--- src/rtl/fm_pkg.sv ---
package fm_pkg;
  localparam int CODE_W   = 12;
  localparam int CODE_MAX = (1 << CODE_W) - 1;

  typedef enum logic [1:0] {
    ST_IDLE = 2'd0,
    ST_RUN  = 2'd1,
    ST_HOLD = 2'd2
  } meas_state_e;
endpackage

--- src/rtl/fm_debounce.sv ---
module fm_debounce #(
  parameter int DEB_W = 16
) (
  input  logic             clk,
  input  logic             rst_n,
  input  logic             raw_i,
  input  logic [DEB_W-1:0] hold_i,
  output logic             sync_o,
  output logic             level_o
);
  logic             sync_a, sync_b, level_q;
  logic [DEB_W-1:0] stable_cnt;

  always_ff @(posedge clk or negedge rst_n) begin
    if (!rst_n) begin
      sync_a     <= 1'b0;
      sync_b     <= 1'b0;
      level_q    <= 1'b0;
      stable_cnt <= '0;
    end else begin
      sync_a <= raw_i;
      sync_b <= sync_a;
      if (sync_b == level_q) begin
        stable_cnt <= '0;
      end else if (stable_cnt >= hold_i) begin
        level_q    <= sync_b;
        stable_cnt <= '0;
      end else begin
        stable_cnt <= stable_cnt + 1'b1;
      end
    end
  end

  assign sync_o  = sync_b;
  assign level_o = level_q;
endmodule

--- src/rtl/fm_period_timer.sv ---
module fm_period_timer
  import fm_pkg::*;
#(
  parameter int TICK_W = 20,
  parameter int CYC_W  = 12
) (
  input  logic              clk,
  input  logic              rst_n,
  input  logic              level_i,
  input  logic [TICK_W-1:0] window_i,
  input  logic              div_done_i,
  output logic              stop_o,
  output logic [CYC_W-1:0]  cycles_o,
  output logic [TICK_W-1:0] ticks_o,
  output logic              timeout_o
);
  localparam int LIM_W = TICK_W + 1;
  localparam logic [TICK_W-1:0] TICK_MAX = {TICK_W{1'b1}};
  localparam logic [CYC_W-1:0]  CYC_MAX  = {CYC_W{1'b1}};

  meas_state_e       state;
  logic              level_d;
  logic [TICK_W-1:0] ticks;
  logic [CYC_W-1:0]  cycles;
  logic [LIM_W-1:0]  idle_cnt;

  logic              rise;
  logic [TICK_W-1:0] elapsed;
  logic [CYC_W-1:0]  cycles_nx;
  logic [LIM_W-1:0]  limit, idle_nx;
  logic              window_met;

  assign rise       = level_i & ~level_d;
  assign elapsed    = (ticks == TICK_MAX) ? ticks : ticks + 1'b1;
  assign cycles_nx  = cycles + 1'b1;
  assign window_met = (elapsed >= window_i) || (cycles_nx == CYC_MAX);
  assign limit      = {window_i, 1'b0};
  assign idle_nx    = idle_cnt + 1'b1;

  assign stop_o    = (state == ST_RUN) && rise && window_met;
  assign cycles_o  = cycles_nx;
  assign ticks_o   = elapsed;
  assign timeout_o = (state != ST_HOLD) && !rise && (limit != '0) && (idle_nx == limit);

  always_ff @(posedge clk or negedge rst_n) begin
    if (!rst_n) begin
      state    <= ST_IDLE;
      level_d  <= 1'b0;
      ticks    <= '0;
      cycles   <= '0;
      idle_cnt <= '0;
    end else begin
      level_d <= level_i;
      case (state)
        ST_IDLE: begin
          if (rise) begin
            state    <= ST_RUN;
            ticks    <= '0;
            cycles   <= '0;
            idle_cnt <= '0;
          end else if (timeout_o) begin
            idle_cnt <= '0;
          end else begin
            idle_cnt <= idle_nx;
          end
        end
        ST_RUN: begin
          ticks <= elapsed;
          if (rise) begin
            idle_cnt <= '0;
            if (window_met) state <= ST_HOLD;
            else cycles <= cycles_nx;
          end else if (timeout_o) begin
            state    <= ST_IDLE;
            idle_cnt <= '0;
          end else begin
            idle_cnt <= idle_nx;
          end
        end
        default: begin
          idle_cnt <= '0;
          if (div_done_i) state <= ST_IDLE;
        end
      endcase
    end
  end
endmodule

--- src/rtl/fm_divider.sv ---
module fm_divider #(
  parameter int NUM_W = 32,
  parameter int DEN_W = 20
) (
  input  logic             clk,
  input  logic             rst_n,
  input  logic             start_i,
  input  logic [NUM_W-1:0] num_i,
  input  logic [DEN_W-1:0] den_i,
  output logic             done_o,
  output logic [NUM_W-1:0] quot_o
);
  localparam int STEP_W = $clog2(NUM_W + 1);

  // One restoring step: returns {quotient bit, new remainder}.
  function automatic logic [DEN_W:0] div_step(input logic [DEN_W-1:0] rem,
                                              input logic bit_in,
                                              input logic [DEN_W-1:0] den);
    logic [DEN_W:0] trial;
    trial = {rem, bit_in};
    if (trial >= {1'b0, den}) return {1'b1, DEN_W'(trial - {1'b0, den})};
    else                      return {1'b0, trial[DEN_W-1:0]};
  endfunction

  logic             busy;
  logic [STEP_W-1:0] steps;
  logic [NUM_W-1:0] acc;
  logic [DEN_W-1:0] rem, den_q;
  logic [DEN_W:0]   step_res;

  always_comb step_res = div_step(rem, acc[NUM_W-1], den_q);

  always_ff @(posedge clk or negedge rst_n) begin
    if (!rst_n) begin
      busy   <= 1'b0;
      steps  <= '0;
      acc    <= '0;
      rem    <= '0;
      den_q  <= '0;
      done_o <= 1'b0;
    end else begin
      done_o <= 1'b0;
      if (start_i) begin
        busy  <= 1'b1;
        steps <= STEP_W'(NUM_W);
        acc   <= num_i;
        rem   <= '0;
        den_q <= den_i;
      end else if (busy) begin
        acc   <= {acc[NUM_W-2:0], step_res[DEN_W]};
        rem   <= step_res[DEN_W-1:0];
        steps <= steps - 1'b1;
        if (steps == STEP_W'(1)) begin
          busy   <= 1'b0;
          done_o <= 1'b1;
        end
      end
    end
  end

  assign quot_o = acc;
endmodule

--- src/rtl/recip_freq_meter.sv ---
module recip_freq_meter
  import fm_pkg::*;
#(
  parameter int TICK_W  = 20,
  parameter int CYC_W   = 12,
  parameter int SCALE_W = 20,
  parameter int DEB_W   = 16
) (
  input  logic               clk,
  input  logic               rst_n,
  input  logic               pulse_i,
  input  logic [DEB_W-1:0]   cfg_debounce_i,
  input  logic [TICK_W-1:0]  cfg_window_i,
  input  logic [SCALE_W-1:0] cfg_scale_i,
  output logic [CODE_W-1:0]  code_o,
  output logic               valid_o,
  output logic               no_signal_o
);
  localparam int NUM_W = CYC_W + SCALE_W;

  function automatic logic [CODE_W-1:0] clip_code(input logic [NUM_W-1:0] q);
    if (q > NUM_W'(CODE_MAX)) return CODE_W'(CODE_MAX);
    else                      return q[CODE_W-1:0];
  endfunction

  logic              in_sync, in_level;
  logic              meas_stop, meas_timeout, div_done;
  logic [CYC_W-1:0]  meas_cycles;
  logic [TICK_W-1:0] meas_ticks;
  logic [NUM_W-1:0]  div_num, div_quot;

  fm_debounce #(.DEB_W(DEB_W)) u_deb (
    .clk(clk), .rst_n(rst_n), .raw_i(pulse_i), .hold_i(cfg_debounce_i),
    .sync_o(in_sync), .level_o(in_level)
  );

  fm_period_timer #(.TICK_W(TICK_W), .CYC_W(CYC_W)) u_tmr (
    .clk(clk), .rst_n(rst_n), .level_i(in_level), .window_i(cfg_window_i),
    .div_done_i(div_done), .stop_o(meas_stop), .cycles_o(meas_cycles),
    .ticks_o(meas_ticks), .timeout_o(meas_timeout)
  );

  assign div_num = NUM_W'(meas_cycles) * NUM_W'(cfg_scale_i);

  fm_divider #(.NUM_W(NUM_W), .DEN_W(TICK_W)) u_div (
    .clk(clk), .rst_n(rst_n), .start_i(meas_stop), .num_i(div_num),
    .den_i(meas_ticks), .done_o(div_done), .quot_o(div_quot)
  );

  always_ff @(posedge clk or negedge rst_n) begin
    if (!rst_n) begin
      code_o      <= '0;
      valid_o     <= 1'b0;
      no_signal_o <= 1'b0;
    end else begin
      valid_o <= div_done | meas_timeout;
      if (div_done) begin
        code_o      <= clip_code(div_quot);
        no_signal_o <= 1'b0;
      end else if (meas_timeout) begin
        code_o      <= '0;
        no_signal_o <= 1'b1;
      end
    end
  end
endmodule

--- config.mk ---
export PLATFORM = sky130hd
export DESIGN_NAME = recip_freq_meter
export DESIGN_NICKNAME = d
export VERILOG_FILES = /design/src/rtl/fm_pkg.sv /design/src/rtl/fm_debounce.sv /design/src/rtl/fm_period_timer.sv /design/src/rtl/fm_divider.sv /design/src/rtl/recip_freq_meter.sv
export SDC_FILE = /design/constraint.sdc
export NUM_CORES = 1
export LEC_CHECK = 0
export BUFFER_PORTS_ARGS = -buffer_cell sky130_fd_sc_hd__buf_2
export CAP_MARGIN = 40
export CORE_ASPECT_RATIO = 0.5
export CORE_MARGIN = 5
export CORE_UTILIZATION = 45
export CTS_CLUSTER_SIZE = 10
export DETAILED_ROUTE_END_ITERATION = 10
export PLACE_DENSITY = 0.69
export SETUP_SLACK_MARGIN = 0.02
export SYNTH_ARGS = -nofsm -noshare
export SYNTH_HDL_FRONTEND = slang
export SYNTH_SLANG_ARGS = --single-unit
export TNS_END_PERCENT = 1
--- constraint.sdc ---
create_clock -name clk -period 6.9 [get_ports clk]
set_input_delay 1.035 -clock clk [delete_from_list [all_inputs] [get_ports clk]]
set_output_delay 1.035 -clock clk [all_outputs]
set_load 0.01 [all_outputs]
Yosys cells after proc, flatten, opt, wreduce, memory -nomap -nowiden
Index checks and enable logic that the tools add are counted.
{"block": "classes", "add_sub_neg": 6, "mul": 1, "div": 0, "magnitude_cmp": 4, "eq_ne": 12, "shift": 0, "n_mux": 36, "bitwise": 4, "reduce_logical": 18}
{"op": "$mux W21", "count": 4}
{"op": "$mux W20", "count": 4}
{"op": "$mux W12", "count": 6}
{"op": "$mux W32", "count": 2}
{"op": "$pmux W20 S2", "count": 1}
{"op": "$gt A32 B12 Y1 const B", "count": 1}
{"op": "$mul A12 B20 Y32", "count": 1}
{"op": "$mux W16", "count": 2}
{"op": "$pmux W12 S2", "count": 1}
{"op": "$add A21 B1 Y21 const B", "count": 1}
{"op": "$eq A21 B21 Y1", "count": 1}
{"op": "$ge A21 B20 Y1", "count": 1}
{"op": "$reduce_bool A21 Y1", "count": 1}
{"op": "$add A20 B1 Y20 const B", "count": 1}
{"op": "$eq A20 B20 Y1 const B", "count": 1}
{"op": "$ge A20 B20 Y1", "count": 1}
{"op": "$sub A20 B20 Y20", "count": 1}
{"op": "$add A16 B1 Y16 const B", "count": 1}
{"op": "$ge A16 B16 Y1", "count": 1}
{"op": "$add A12 B1 Y12 const B", "count": 1}
{"op": "$eq A12 B12 Y1 const B", "count": 1}
{"op": "$mux W6", "count": 2}
{"op": "$mux W2", "count": 5}
{"op": "$mux W1", "count": 8}
{"op": "21 further kinds", "count": 32}
{"block": "word_totals", "reg_bits": 169, "latch_bits": 0, "ramBits": 0, "romBits": 0, "out_inout_bits": 14, "word_cells": 99, "mem_count": 0}

Depth between registers and ports, before layout
Gate-level depths: netlist of run 1.
{"block": "logic_depth", "depth_word": 9, "mapped_depth": 26, "mapped_depth_nobuf": 24}

By module
A second synthesis of run 1 with hierarchy kept.
{"block": "unflattened", "cells_unflattened": 2164, "hier_area_um2": 18657.9}
{"module": "recip_freq_meter", "instances": 1, "cells_each": 961, "area_each_um2": 8120.3}
{"module": "fm_divider", "instances": 1, "cells_each": 528, "area_each_um2": 4817.1}
{"module": "fm_period_timer", "instances": 1, "cells_each": 542, "area_each_um2": 4489.3}
{"module": "fm_debounce", "instances": 1, "cells_each": 133, "area_each_um2": 1231.2}

Worst setup path after synthesis of run 1
No wires, ideal clock.
{"block": "synth_timing", "kind": "register -> register", "startpoint": "reg u_tmr.cycles[0]", "endpoint": "reg u_div.acc[29], in the netlist u_div.quot_o[29]", "setup_time_ps": 135, "arrival_ps": 6309, "t_required_ps": 6765, "slack_ps": 456, "stages_incl_launch_ff": 24, "cell_sequence": "dfrtp_1 -> ha_1 -> and3_2 -> and3_2 -> xor2_1 -> clkbuf_1 -> nand2_1 -> fa_1 -> inv_1 -> fa_1 -> fa_1 -> fa_1 -> inv_1 -> fa_1 -> inv_1 -> ha_1 -> buf_2 -> nand2_1 -> or4_1 -> o221ai_1 -> a221oi_1 -> o311ai_0 -> xnor2_1 -> o21ai_0"}
{"block": "synth_between", "elab_chain_len": 5, "elab_cells_between_ends": 7}
{"item": "start: declaration", "line_no": "fm_period_timer.sv:24", "source": "logic [CYC_W-1:0] cycles;"}
{"item": "start signal: assignment", "line_no": "fm_period_timer.sv:72", "source": "else cycles <= cycles_nx;"}
{"item": "$add A12 B1 Y12 *", "line_no": "fm_period_timer.sv:35", "source": "assign cycles_nx = cycles + 1'b1;"}
{"item": "branches (longest 4 deep; another with $mul A12 B20 Y32)"}
{"item": "end signal: assignment", "line_no": "fm_divider.sv:46", "source": "acc <= num_i;"}
{"item": "end signal: assignment", "line_no": "fm_divider.sv:50", "source": "acc <= {acc[NUM_W-2:0], step_res[DEN_W]};"}
{"item": "end: declaration", "line_no": "fm_divider.sv:27", "source": "logic [NUM_W-1:0] acc;"}
Every way passes the cells marked *.
A chain may end at the register's enable or synchronous reset.

Worst setup path in the final report of run 1
{"block": "layout_timing", "startpoint": "reg u_tmr.cycles[1]", "endpoint": "reg u_div.acc[27], in the netlist u_div.quot_o[27]"}
Same word-level chain as after synthesis.

==> results of run 1 <==
-- where the power goes --
group          switching (uW)  leakage [uW]  internal, uW
Clock                     444      0.000289           553
Sequential               18.5       0.00219          1010
Combinational            1650       0.00768          1190
-- synthesized netlist by cell type (all sizes together) (3+ instances only) --
| cell | n | share of area (%) |
|---|---|---|
| xor2 | 59 | 2.8 |
| buf | 17 | 0.51 |
| o2111ai | 3 | 0.14 |
| o21ai | 151 | 4.1 |
| and2 | 75 | 2.6 |
| or4 | 5 | 0.23 |
| o21a | 6 | 0.25 |
| nand2b | 36 | 1.2 |
| or3 | 4 | 0.14 |
| dfrtp | 169 | 23 |
| and3 | 26 | 0.93 |
| mux2i | 47 | 2.6 |
| o21bai | 4 | 0.16 |
| nor2 | 87 | 1.8 |
| a211oi | 25 | 1.0 |
| o211ai | 8 | 0.33 |
| nor2b | 16 | 0.55 |
| nand3b | 4 | 0.16 |
| a21oi | 66 | 1.9 |
| or2 | 3 | 0.10 |
| clkbuf | 78 | 1.6 |
| a2111oi | 3 | 0.18 |
| nor3 | 18 | 0.55 |
| mux2 | 11 | 0.68 |
| a31oi | 14 | 0.48 |
| and4 | 10 | 0.48 |
| a21o | 28 | 1.1 |
| o31ai | 5 | 0.21 |
| o211a | 4 | 0.22 |
| nor4 | 21 | 0.83 |
| xnor2 | 63 | 3.0 |
| inv | 316 | 6.5 |
| fa | 181 | 20 |
| nor3b | 3 | 0.12 |
| ha | 133 | 9.1 |
| o41ai | 3 | 0.18 |
| nand4 | 18 | 0.65 |
| nand3 | 45 | 1.3 |
| xnor3 | 5 | 0.62 |
| nand2 | 293 | 6.0 |
-- layout make-up --
class | instances | area, um2 | area share (%)
Clock buffer | 19 | 443 | 2.22
Clock inverter | 13 | 155 | 0.778
Sequential cell | 169 | 4230 | 21.2
Multi-Input combinational cell | 1516 | 12500 | 63.0
Inverter | 316 | 1190 | 5.95
Timing Repair Buffer | 106 | 694 | 3.48
Tap cell | 540 | 676 | 3.39
-- state kept, by name (all words and copies together) (netlist names), 2 cells and up --
name and count:
u_tmr.idle_cnt 21, u_div.steps 6, u_tmr.ticks 20, u_tmr.state 2, u_div.quot_o 32, u_deb.stable_cnt 16, code_o 12, u_div.den_q 20
u_tmr.cycles 12, u_div.rem 20
-- worst max-delay path by stage --
stage / from / end / slack [ns] / cells after the start
after floorplan: u_tmr.cycles[0] / u_div.quot_o[29] / 0.46 / 23
after global placement: u_tmr.cycles[4] / u_div.quot_o[29] / 0.23 / 21
after detailed placement: u_tmr.cycles[4] / u_div.quot_o[29] / 0.16 / 21
after CTS: u_tmr.cycles[4] / u_div.quot_o[29] / 0.14 / 21
after global routing: u_tmr.cycles[1] / u_div.quot_o[29] / 0.009 / 22
final: u_tmr.cycles[1] / u_div.quot_o[27] / 0.37 / 24
-- what timing repair did --
item,in CTS,in global routing
hold endpoints to repair,0,0
setup endpoints to repair,0,8
gates resized for setup,0,9
-- critical path, delay by kind of cell (launching register included) --
family | cells | cell delay [ns]
XOR/XNOR | 2 | 0.38
AO/OA/AOI/OAI | 6 | 1.22
AND/OR/NAND/NOR | 5 | 0.86
flip-flops | 1 | 0.39
adder cells (fa/ha/maj) | 6 | 2.86
buffers and inverters | 5 | 0.68
-- placed cells by master, fill, tap and decap left out, drive strengths merged, types with 4 or more instances in the layout --
cell	n
inv	322
nand2	293
fa	181
dfrtp	169
o21ai	151
ha	133
buf	106
nor2	87
and2	75
a21oi	66
xnor2	63
xor2	59
mux2i	47
nand3	45
nand2b	36
a21o	28
and3	26
a211oi	25
nor4	21
clkbuf	19
nand4	18
nor3	18
nor2b	16
a31oi	14
mux2	11
and4	10
o211ai	8
o21a	6
xnor3	5
o31ai	5
or4	5
nand3b	4
o211a	4
or3	4
o21bai	4
-- layer usage --
layer,up-vias,routed length (um),global-route usage [%]
met5,-,0,0
li1,6880,-,-
met1,7152,20200,27.2
met3,36,1670,2.58
met4,0,379,3.09
met2,276,20200,31.6
-- logic make-up (layout without fill, tap and decap cells) --
kind of cell	Yosys count	after routing	share of synthesized area (%)
mux	58	58	3.25
compound gates	350	350	11.9
flops	169	169	23.1
xor+xnor	127	127	6.46
buf+inv	411	454	8.60
simple gates	667	667	17.8
fa+ha+maj	314	314	28.9
-- per-stage QoR --
step,utilization (%),instances
final,49.5,2679
after global placement,47.7,2643
after detailed placement,47.9,2647
after floorplan,-,2096
after global routing,49.5,2679
after CTS,49.4,2679
==> results.py, run 1 <==
metrics = {
    "status": {
        "result_of_the_run": "complete, no violations",
    },
    "logic_synthesis": {
        "synth_enable_flop_cells": 0,
        "postSynthRegisterBits": 169,
        "syn_avg_cell_area_um2": 8.73,
        "async_reset_ff_share_pct": 100,
        "synth.lib_cells_used.distinct": 81,
        "post_synth_inst_count": 2096,
        "ys_dominant_reg_cell": "sky130_fd_sc_hd__dfrtp_1",
        "syn_nets": 2469,
        "synth.cell_area_um2": 18300,
        "ys.warnings.count": 0,
        "seq_area_frac_synth_pct": 23.1,
    },
    "clock_network": {
        "clock_pin_transition_on_the_worst_setup_and_hold_timing_paths_ns": 0.07,
        "clock_sink_count": 169,
        "clkLatencyLatePin_ns": 0.44,
        "cts.path.max_buffers": 2,
        "cts_made_buffers": 17,
        "cts_tree": "yes",
        "cts_hold_buffers": 0,
        "postCtsSetupBuffers": 0,
        "cts_htree_levels": 4,
        "cts_root_buffer": "sky130_fd_sc_hd__clkbuf_16",
    },
    "power_and_ir_drop": {
        "power_per_standard_cell_area_nw_per_um2": 244,
        "report.power.total_uw": 4870,
        "peakVddDrop_mv": 0.223,
        "power.leakage_uw": 0.0102,
    },
    "timing": {
        "max_clock_freq_mhz": 153,
        "post-route-min-period_ns": 6.53,
        "fin_ws_ns": 0.371,
        "setup_violations": 0,
        "timing.final.crit_share_pct": 94.6,
        "timing.max_slew.rel_slack_pct": 38.8,
        "whs_ns": 0.373,
        "final_skew_ns": 0.0107,
        "number_of_max_slew_violations_in_the_final_report": 0,
        "rsz0062_at_grt": "no",
        "timing.setup.tns_ns": 0,
        "final-hold-violation-count": 0,
        "timing_worst_slew_pin_value_ns": 0.915,
    },
    "layout": {
        "num-fill-cells": 3773,
        "fin_nets": 2499,
        "syn2layout_area_growth_pct": 8.97,
        "finalInstanceArea_um2": 19900,
        "layout-drive-gt1-share_pct": 8.51,
        "insertedDiodeCount": 0,
    },
    "global_routing": {
        "global_route.overflow_total": 0,
        "wire_length_of_the_first_global_routing_pass_um": 72300,
        "grt_antenna_before_repair": 0,
        "grt_util_all_layers_pct": 19.0,
        "number_of_global_route_vias_before_repair": 14400,
        "grt_start_max_net_pins": 83,
    },
    "job": {
        "timing.max_cap.violations": 0,
    },
    "critical_path": {
        "timing.critical_path.to_type": "register",
        "reg2reg_capture_point": "u_div.quot_o[27]",
        "critical-path-top-cell-by-count": "sky130_fd_sc_hd__fa_1",
        "ff2ff_path_depth": 24,
        "timing.rr.start": "u_tmr.cycles[1]",
        "worstPathArrival_ns": 6.85,
        "chain_of_cells_forming_the_critical_path": "buf_4 > and3_1 > and3_2 > and3_4 > xor2_1 > buf_4 > and2_1 > fa_1 > fa_1 > fa_1 > fa_1 > inv_1 > fa_1 > inv_1 > ha_1 > buf_4 > a21oi_1 > nand2b_1 > a31oi_1 > o221ai_2 > a221oi_2 > o21ai_0 > xnor2_1 > a21oi_1",
        "ff2ff_setup_slack_ns": 0.37,
        "critPathKind": "register to register",
        "max_stage_delay_ns": 0.54,
        "critPathSlowestCell": "sky130_fd_sc_hd__fa_1",
        "startpoint_type": "register",
        "cp_max_fo": 20,
        "cp.required_ns": 7.22,
    },
    "place": {
        "placed_cell_area_um2": 19300,
        "place_ws_ns": 0.159,
        "hpwl_um": 32600,
        "globalplace.congestion": 0.866,
        "buffer_ports.inserted": 72,
    },
    "hold_path": {
        "timing.hold.worst_path_depth": 0,
        "timing.hold.worst.class": "register to register",
        "min_to": "u_deb.sync_o",
        "hold_start": "u_deb.sync_a",
    },
    "drt": {
        "drt.antenna.violating_nets": 0,
        "totalWireLength_um": 42500,
        "drt_first_pass_iters": 5,
        "detail_route.vias_per_cell": 5.35,
        "vias": 14300,
        "avgRoutedWirePerCell_um": 15.9,
        "drc": 0,
        "drt-initial-drc-count": 1133,
    },
    "die": {
        "placement_rows": 52,
        "dieWidth_um": 295,
        "die_h_um": 153,
        "io_pins": 73,
        "core_area_um2": 40300,
        "fp.dieArea_um2": 45000,
        "initial_utilization_pct": 45.4,
    },
}
(Power assumes the default switching activity.)
==> inputs of run 2 (changes only) <==
--- a/config.mk
+++ b/config.mk
@@ -5,14 +5,14 @@
 export SDC_FILE = /design/constraint.sdc
 export NUM_CORES = 1
 export LEC_CHECK = 0
-export BUFFER_PORTS_ARGS = -buffer_cell sky130_fd_sc_hd__buf_2
 export CAP_MARGIN = 40
 export CORE_ASPECT_RATIO = 0.5
 export CORE_MARGIN = 5
 export CORE_UTILIZATION = 45
 export CTS_CLUSTER_SIZE = 10
 export DETAILED_ROUTE_END_ITERATION = 10
-export PLACE_DENSITY = 0.69
+export DONT_BUFFER_PORTS = 1
+export PLACE_DENSITY = 0.67
 export SETUP_SLACK_MARGIN = 0.02
 export SYNTH_ARGS = -nofsm -noshare
 export SYNTH_HDL_FRONTEND = slang
==> run 2 against run 1 <==
Wire length fell by 0.66%. Critical path depth decreased by 1. Hold slack lost 0.080 ns. Critical endpoint unchanged. Highest routed layer unchanged. Sequential share of layout area is 0.34 points higher. Largest power group unchanged.
==> results.py, run 2 (same netlist as run 1, synthesis figures left out) <==
metrics = {
    "critical_path": {
        "worst-path-stages": 23,
        "path_delay_family": "adder cells",
        "cp.required_ns": 7.19,
        "ff2ff_setup_slack_ns": 0.41,
        "path_buf_inv": 4,
        "timing.rr.start": "u_tmr.cycles[1]",
        "timing.critical_path.to_type": "register",
        "critical-path-top-cell-by-count": "sky130_fd_sc_hd__fa_1",
        "critPathSlowestCell": "sky130_fd_sc_hd__fa_1",
        "cp_max_fo": 20,
        "worstPathArrival_ns": 6.78,
        "reg2reg_capture_point": "u_div.quot_o[27]",
        "max_stage_delay_ns": 0.54,
        "startpoint_type": "register",
        "worstSetupEndpoint": "u_div.quot_o[27]",
        "critPathKind": "register to register",
        "ff2ff_path_depth": 23,
        "chain_of_cells_forming_the_critical_path": "ha_2 > and3_2 > and3_2 > xor2_1 > buf_6 > nand2_1 > fa_1 > inv_1 > fa_1 > fa_1 > fa_1 > inv_1 > fa_1 > inv_1 > ha_1 > a21oi_2 > o21ai_0 > a31oi_1 > o221ai_2 > a221oi_2 > o21ai_0 > xnor2_1 > a21oi_1",
        "timing.critical_path.from": "u_tmr.cycles[1]",
    },
    "job": {
        "timing.max_cap.violations": 0,
    },
    "place": {
        "hpwl_um": 32200,
        "dp_cells": 2570,
        "globalplace.congestion": 0.873,
        "place_ws_ns": 0.115,
        "buffer_ports.inserted": 0,
    },
    "drt": {
        "vias": 13900,
        "drt_first_pass_iters": 5,
        "totalWireLength_um": 42200,
        "avgRoutedWirePerCell_um": 16.2,
        "drc": 0,
        "drt-initial-drc-count": 941,
        "detail_route.vias_per_cell": 5.35,
        "drt.antenna.violating_nets": 0,
    },
    "die": {
        "dieWidth_um": 295,
        "io_pins": 73,
        "core_area_um2": 40300,
        "initial_utilization_pct": 45.4,
        "fp.dieArea_um2": 45000,
        "die_h_um": 153,
        "placement_rows": 52,
    },
    "timing": {
        "timing.max_slew.rel_slack_pct": 40.4,
        "number_of_max_slew_violations_in_the_final_report": 0,
        "max_clock_freq_mhz": 154,
        "final_skew_ns": 0.0217,
        "post-route-min-period_ns": 6.49,
        "final-hold-violation-count": 0,
        "fin_ws_ns": 0.406,
        "setup_violations": 0,
        "timing_worst_slew_pin_value_ns": 0.891,
        "timing.final.crit_share_pct": 94.1,
    },
    "clock_network": {
        "cts.path.max_buffers": 2,
        "cts_made_buffers": 17,
        "cts_htree_levels": 4,
        "clock_sink_count": 169,
        "clkLatencyLatePin_ns": 0.44,
        "cts_root_buffer": "sky130_fd_sc_hd__clkbuf_16",
        "clock_pin_transition_on_the_worst_setup_and_hold_timing_paths_ns": 0.07,
        "cts_tree": "yes",
    },
    "status": {
        "result_of_the_run": "complete, no violations",
    },
    "power_and_ir_drop": {
        "report.power.total_uw": 4780,
        "peakVddDrop_mv": 0.235,
        "power_per_standard_cell_area_nw_per_um2": 244,
        "power.leakage_uw": 0.00986,
    },
    "global_routing": {
        "number_of_global_route_vias_before_repair": 14000,
        "wire_length_of_the_first_global_routing_pass_um": 72700,
        "global_route.peak_usage_layer": "met2",
        "grt_util_all_layers_pct": 19.2,
        "global_route.overflow_total": 0,
        "grtUsageMet2_pct": 30.6,
        "grt_use_met3_pct": 2.88,
        "grt_start_max_net_pins": 170,
        "grtUsageMet1_pct": 28.4,
        "grt_antenna_before_repair": 0,
    },
    "layout": {
        "top_library_cells_by_usage_in_the_layout_fill_and_taps_aside": "sky130_fd_sc_hd__inv_1, sky130_fd_sc_hd__nand2_1, sky130_fd_sc_hd__fa_1, sky130_fd_sc_hd__dfrtp_1, sky130_fd_sc_hd__ha_1",
        "layout.cells.most_common": "sky130_fd_sc_hd__inv_1",
        "fin_nets": 2426,
        "layout.cells.non_filler": 2606,
        "largest_register_ffs": 32,
        "syn2layout_area_growth_pct": 7.27,
        "num-fill-cells": 3773,
        "layout-drive-gt1-share_pct": 5.42,
        "insertedDiodeCount": 0,
    },
    "hold_path": {
        "timing.hold.worst.class": "input port to asynchronous set/reset pin",
    },
}
==> run 2: worst register-to-register path, delay by kind of cell, from the launching register on <==
family / cells / cell delay, ns
adder cells (fa/ha/maj): 7 / 3.16
AO/OA/AOI/OAI: 7 / 1.47
AND/OR/NAND/NOR: 3 / 0.59
buffers and inverters: 4 / 0.36
XOR/XNOR: 2 / 0.35
flip-flops: 1 / 0.43
==> run 2: how the worst min path moves through the flow <==
stage	from	to	slack, ns	cells after the start
2_1_floorplan	u_deb.sync_a	u_deb.sync_o	0.33	0
6_report	rst_n	u_tmr.idle_cnt[17]	0.29	0
3_3_place_gp	u_deb.sync_a	u_deb.sync_o	0.34	0
5_1_grt	rst_n	u_tmr.idle_cnt[12]	0.26	0
4_1_cts	rst_n	u_tmr.idle_cnt[17]	0.28	0
3_5_place_dp	u_deb.sync_a	u_deb.sync_o	0.34	0
==> run 2: repair_timing <==
item / 4_1_cts / 5_1_grt
setup endpoints to repair: 0 / 9
hold buffers: 0 / 0
setup buffers: 0 / 4
endpoints found under the hold margin: 0 / 0
resized for setup: 0 / 15
==> run 2: final cells by class <==
cell class                 instances  area, um2  share of cell area, %
tap                              540        676                   3.44
multi-input combinational       1516      12600                   64.1
inverter                         316       1190                   6.04
clock inverter                    12        186                  0.950
clock buffer                      20        447                   2.28
timing repair buffer              33        312                   1.59
sequential                       169       4230                   21.6
==> run 2: report_power, final <==
part | internal, uW | switching, uW | leakage, uW
registers | 1010 | 18.9 | 0.00219
clock network | 622 | 421 | 0.000304
logic | 1140 | 1570 | 0.00737
==> run 2: per-stage QoR <==
step / util [%] / TNS, ns / hold WS (ns) / cell area, um2
2_1_floorplan: - / 0 / 0.331 / 18300
3_3_place_gp: 46.7 / 0 / 0.335 / 18800
3_5_place_dp: 46.9 / 0 / 0.337 / 18900
4_1_cts: 48.4 / 0 / 0.278 / 19500
5_1_grt: 48.7 / -0.0348 / 0.261 / 19600
6_report: 48.7 / 0 / 0.293 / 19600
==> run 2: layer usage <==
metal / up-vias / wire (um)
met3: 39 / 1920
met2: 263 / 19700
met4: 0 / 363
li1: 6738 / -
met5: - / 0
met1: 6901 / 20200
==> inputs of run 3 (changes only) <==
--- a/config.mk
+++ b/config.mk
@@ -12,9 +12,11 @@
 export CTS_CLUSTER_SIZE = 10
 export DETAILED_ROUTE_END_ITERATION = 10
 export DONT_BUFFER_PORTS = 1
+export GPL_TIMING_DRIVEN = 0
 export PLACE_DENSITY = 0.67
 export SETUP_SLACK_MARGIN = 0.02
 export SYNTH_ARGS = -nofsm -noshare
 export SYNTH_HDL_FRONTEND = slang
+export SYNTH_HIERARCHICAL = 1
 export SYNTH_SLANG_ARGS = --single-unit
 export TNS_END_PERCENT = 1
==> run 3 against run 2 <==
Combinational power down 89%. Final area grew 2.9%. Clock skew decreased by 0.0037 ns. Core utilization grew 0.95 points. Global-route usage rose by 1.8 points. Fmax is 1.8% lower. Critical endpoint is now u_div/quot_o[31]. Largest cell class unchanged. Largest power group is now registers.
==> results.py, run 3 <==
metrics = {
    "power_and_ir_drop": {
        "switching_share_pct": 29.6,
        "power.leakage_uw": 0.00945,
        "internal-power_uw": 1600,
        "switching_power_uw": 672,
        "power_frac_clock_pct": 42.7,
        "report.power.total_uw": 2270,
        "power_per_standard_cell_area_nw_per_um2": 113,
        "combPwrFrac_pct": 13.6,
        "pwr-share-seq_pct": 43.7,
        "peakVddDrop_mv": 0.116,
    },
    "global_routing": {
        "grt_util_all_layers_pct": 21.0,
        "grt_antenna_before_repair": 0,
        "grt_start_max_net_pins": 170,
        "global_route.overflow_total": 0,
        "wire_length_of_the_first_global_routing_pass_um": 79800,
        "number_of_global_route_vias_before_repair": 15100,
    },
    "drt": {
        "drt-initial-drc-count": 1204,
        "drt_first_pass_iters": 6,
        "avgRoutedWirePerCell_um": 17.7,
        "drt.antenna.violating_nets": 0,
        "detail_route.vias_per_cell": 5.50,
        "totalWireLength_um": 48400,
        "vias": 15100,
        "drc": 0,
    },
    "layout": {
        "insertedDiodeCount": 0,
        "layout.cells.most_common": "sky130_fd_sc_hd__nand2_1",
        "fin_nets": 2560,
        "top_library_cells_by_usage_in_the_layout_fill_and_taps_aside": "sky130_fd_sc_hd__nand2_1, sky130_fd_sc_hd__inv_1, sky130_fd_sc_hd__fa_1, sky130_fd_sc_hd__dfrtp_1, sky130_fd_sc_hd__ha_1",
        "syn2layout_area_growth_pct": 8.26,
        "layout-drive-gt1-share_pct": 5.68,
        "num-fill-cells": 3826,
        "largest_register_ffs": 32,
    },
    "critical_path": {
        "reg2reg_capture_point": "u_div/quot_o[31]",
        "cp_max_fo": 6,
        "timing.critical_path.from": "u_tmr/cycles[0]",
        "path_delay_family": "adder cells",
        "worst-path-stages": 24,
        "timing.rr.start": "u_tmr/cycles[0]",
        "critical-path-top-cell-by-count": "sky130_fd_sc_hd__fa_1",
        "critPathSlowestCell": "sky130_fd_sc_hd__fa_1",
        "max_stage_delay_ns": 0.56,
        "path_buf_inv": 4,
        "ff2ff_setup_slack_ns": 0.29,
        "worstPathArrival_ns": 6.96,
        "cp.required_ns": 7.25,
        "startpoint_type": "register",
        "critPathKind": "register to register",
        "ff2ff_path_depth": 24,
        "chain_of_cells_forming_the_critical_path": "ha_4 > nand3_2 > nor2_4 > nand3_2 > xnor2_4 > buf_2 > nand2_1 > fa_1 > inv_1 > fa_1 > fa_1 > fa_1 > inv_1 > fa_1 > inv_1 > ha_1 > a21oi_1 > a21oi_1 > o22ai_2 > nor4_4 > o31a_1 > xnor2_1 > nand2_1 > o21ai_0",
        "timing.critical_path.to_type": "register",
    },
    "job": {
        "timing.max_cap.violations": 0,
    },
    "clock_network": {
        "cts_htree_levels": 4,
        "clkLatencyLatePin_ns": 0.44,
        "clock_pin_transition_on_the_worst_setup_and_hold_timing_paths_ns": 0.08,
        "cts_hold_buffers": 0,
        "cts_tree": "yes",
        "clock_sink_count": 169,
        "cts_root_buffer": "sky130_fd_sc_hd__clkbuf_16",
        "cts.path.max_buffers": 2,
        "cts_made_buffers": 17,
    },
    "logic_synthesis": {
        "postSynthRegisterBits": 169,
        "synth_enable_flop_cells": 0,
        "seq_area_frac_synth_pct": 22.7,
        "yosys.area.top_type": "sky130_fd_sc_hd__dfrtp_1",
        "ys_dominant_reg_cell": "sky130_fd_sc_hd__dfrtp_1",
        "syn_avg_cell_area_um2": 8.62,
        "async_reset_ff_share_pct": 100,
        "netlist_top_cells_area": "sky130_fd_sc_hd__dfrtp_1, sky130_fd_sc_hd__fa_1, sky130_fd_sc_hd__ha_1",
        "ys.warnings.count": 6,
        "synth_commonest_cells": "sky130_fd_sc_hd__nand2_1, sky130_fd_sc_hd__inv_1, sky130_fd_sc_hd__fa_1",
        "synth.lib_cells_used.distinct": 91,
        "synth.top_cell.area_share_pct": 22.7,
        "post_synth_inst_count": 2164,
        "synth.cell_area_um2": 18700,
        "syn_nets": 2537,
        "post-synth-top-count-cell": "sky130_fd_sc_hd__nand2_1",
    },
    "timing": {
        "max_clock_freq_mhz": 151,
        "timing.max_slew.rel_slack_pct": 43.8,
        "timing_worst_slew_pin_value_ns": 0.835,
        "number_of_max_slew_violations_in_the_final_report": 0,
        "timing.final.crit_share_pct": 95.8,
        "post-route-min-period_ns": 6.61,
        "final-hold-violation-count": 0,
        "whs_ns": 0.287,
        "setup_violations": 0,
        "final_skew_ns": 0.0180,
    },
    "status": {
        "result_of_the_run": "complete, no violations",
    },
    "hold_path": {
        "timing.hold.worst.class": "input port to asynchronous set/reset pin",
    },
    "die": {
        "placement_rows": 52,
        "initial_utilization_pct": 45.9,
        "fp.dieArea_um2": 45900,
        "dieWidth_um": 298,
        "core_area_um2": 40700,
        "io_pins": 73,
        "die_h_um": 154,
    },
    "place": {
        "globalplace.congestion": 0.937,
        "hpwl_um": 37800,
        "buffer_ports.inserted": 0,
    },
}
[run 3: cells by family (layout without fill, tap and decap cells)]
group / count (synthesis) / count (layout) / share of synthesized area, %
XOR/XNOR: 119 / 119 / 5.73
multiplexers: 51 / 51 / 2.76
flip-flops: 169 / 169 / 22.7
AO/OA/AOI/OAI: 366 / 366 / 12.7
adder cells (fa/ha/maj): 314 / 314 / 28.3
AND/OR/NAND/NOR: 759 / 759 / 19.6
buffers and inverters: 386 / 422 / 8.10
[run 3: repair_timing]
item,in CTS,in global routing
gates cloned,0,2
buffers inserted,0,3
pin swaps,0,6
endpoints found under the setup margin,12,12
resized for setup,33,44
[run 3: metal layers]
layer | part of all wire (%) | GRT usage, %
met1 | 46 | 30.0
met2 | 45 | 33.9
met3 | 6.6 | 3.21
met4 | 2.1 | 5.22
met5 | 0 | 0
[run 3: final cells by class]
cell class / count / area (um2) / area share [%]
Inverter: 275 / 1030 / 5.11
Clock inverter: 14 / 175 / 0.867
Timing Repair Buffer: 5 / 32.5 / 0.161
Clock buffer: 18 / 429 / 2.12
Buffer: 110 / 553 / 2.74
Tap cell: 540 / 676 / 3.34
Multi-Input combinational cell: 1609 / 13100 / 64.7
Sequential cell: 169 / 4240 / 21.0
[run 3: through the flow]
stage / instances / area (um2) / utilization, % / TNS (ns) / setup slack, ns
2_1_floorplan: 2164 / 18700 / - / 0 / 0.600
3_3_place_gp: 2704 / 19300 / 47.5 / -2.99 / -0.586
3_5_place_dp: 2704 / 19300 / 47.5 / -3.15 / -0.589
4_1_cts: 2736 / 20000 / 49.3 / 0 / 0.0285
5_1_grt: 2740 / 20200 / 49.7 / -0.00418 / -0.00418
6_report: 2740 / 20200 / 49.7 / 0 / 0.289
[run 3: power groups by stage]
| stage | Sequential [uW] | Clock, uW | Combinational, uW |
|---|---|---|---|
| floorplan | 1010 | 0 | 232 |
| global route | 994 | 1030 | 354 |
| CTS | 993 | 994 | 304 |
| detailed placement | 1010 | 0 | 301 |
| global placement | 1010 | 0 | 295 |
| finish | 993 | 972 | 309 |
[run 3: worst reg2reg max path: cells and delay by family, from the launching register on]
kind,cells,cell delay (ns)
flip-flops,1,0.43
XOR/XNOR,2,0.61
AND/OR/NAND/NOR,6,0.77
adder cells (fa/ha/maj),7,3.20
AO/OA/AOI/OAI,5,1.10
buffers and inverters,4,0.41
[run 3: worst max path at each step]
stage,end,slack (ns)
CTS,u_div/quot_o[30],0.03
finish,u_div/quot_o[31],0.29
global route,u_div/quot_o[30],-0.004
global placement,u_div/quot_o[30],-0.59
floorplan,u_div/quot_o[26],0.60
detailed placement,u_div/quot_o[30],-0.59
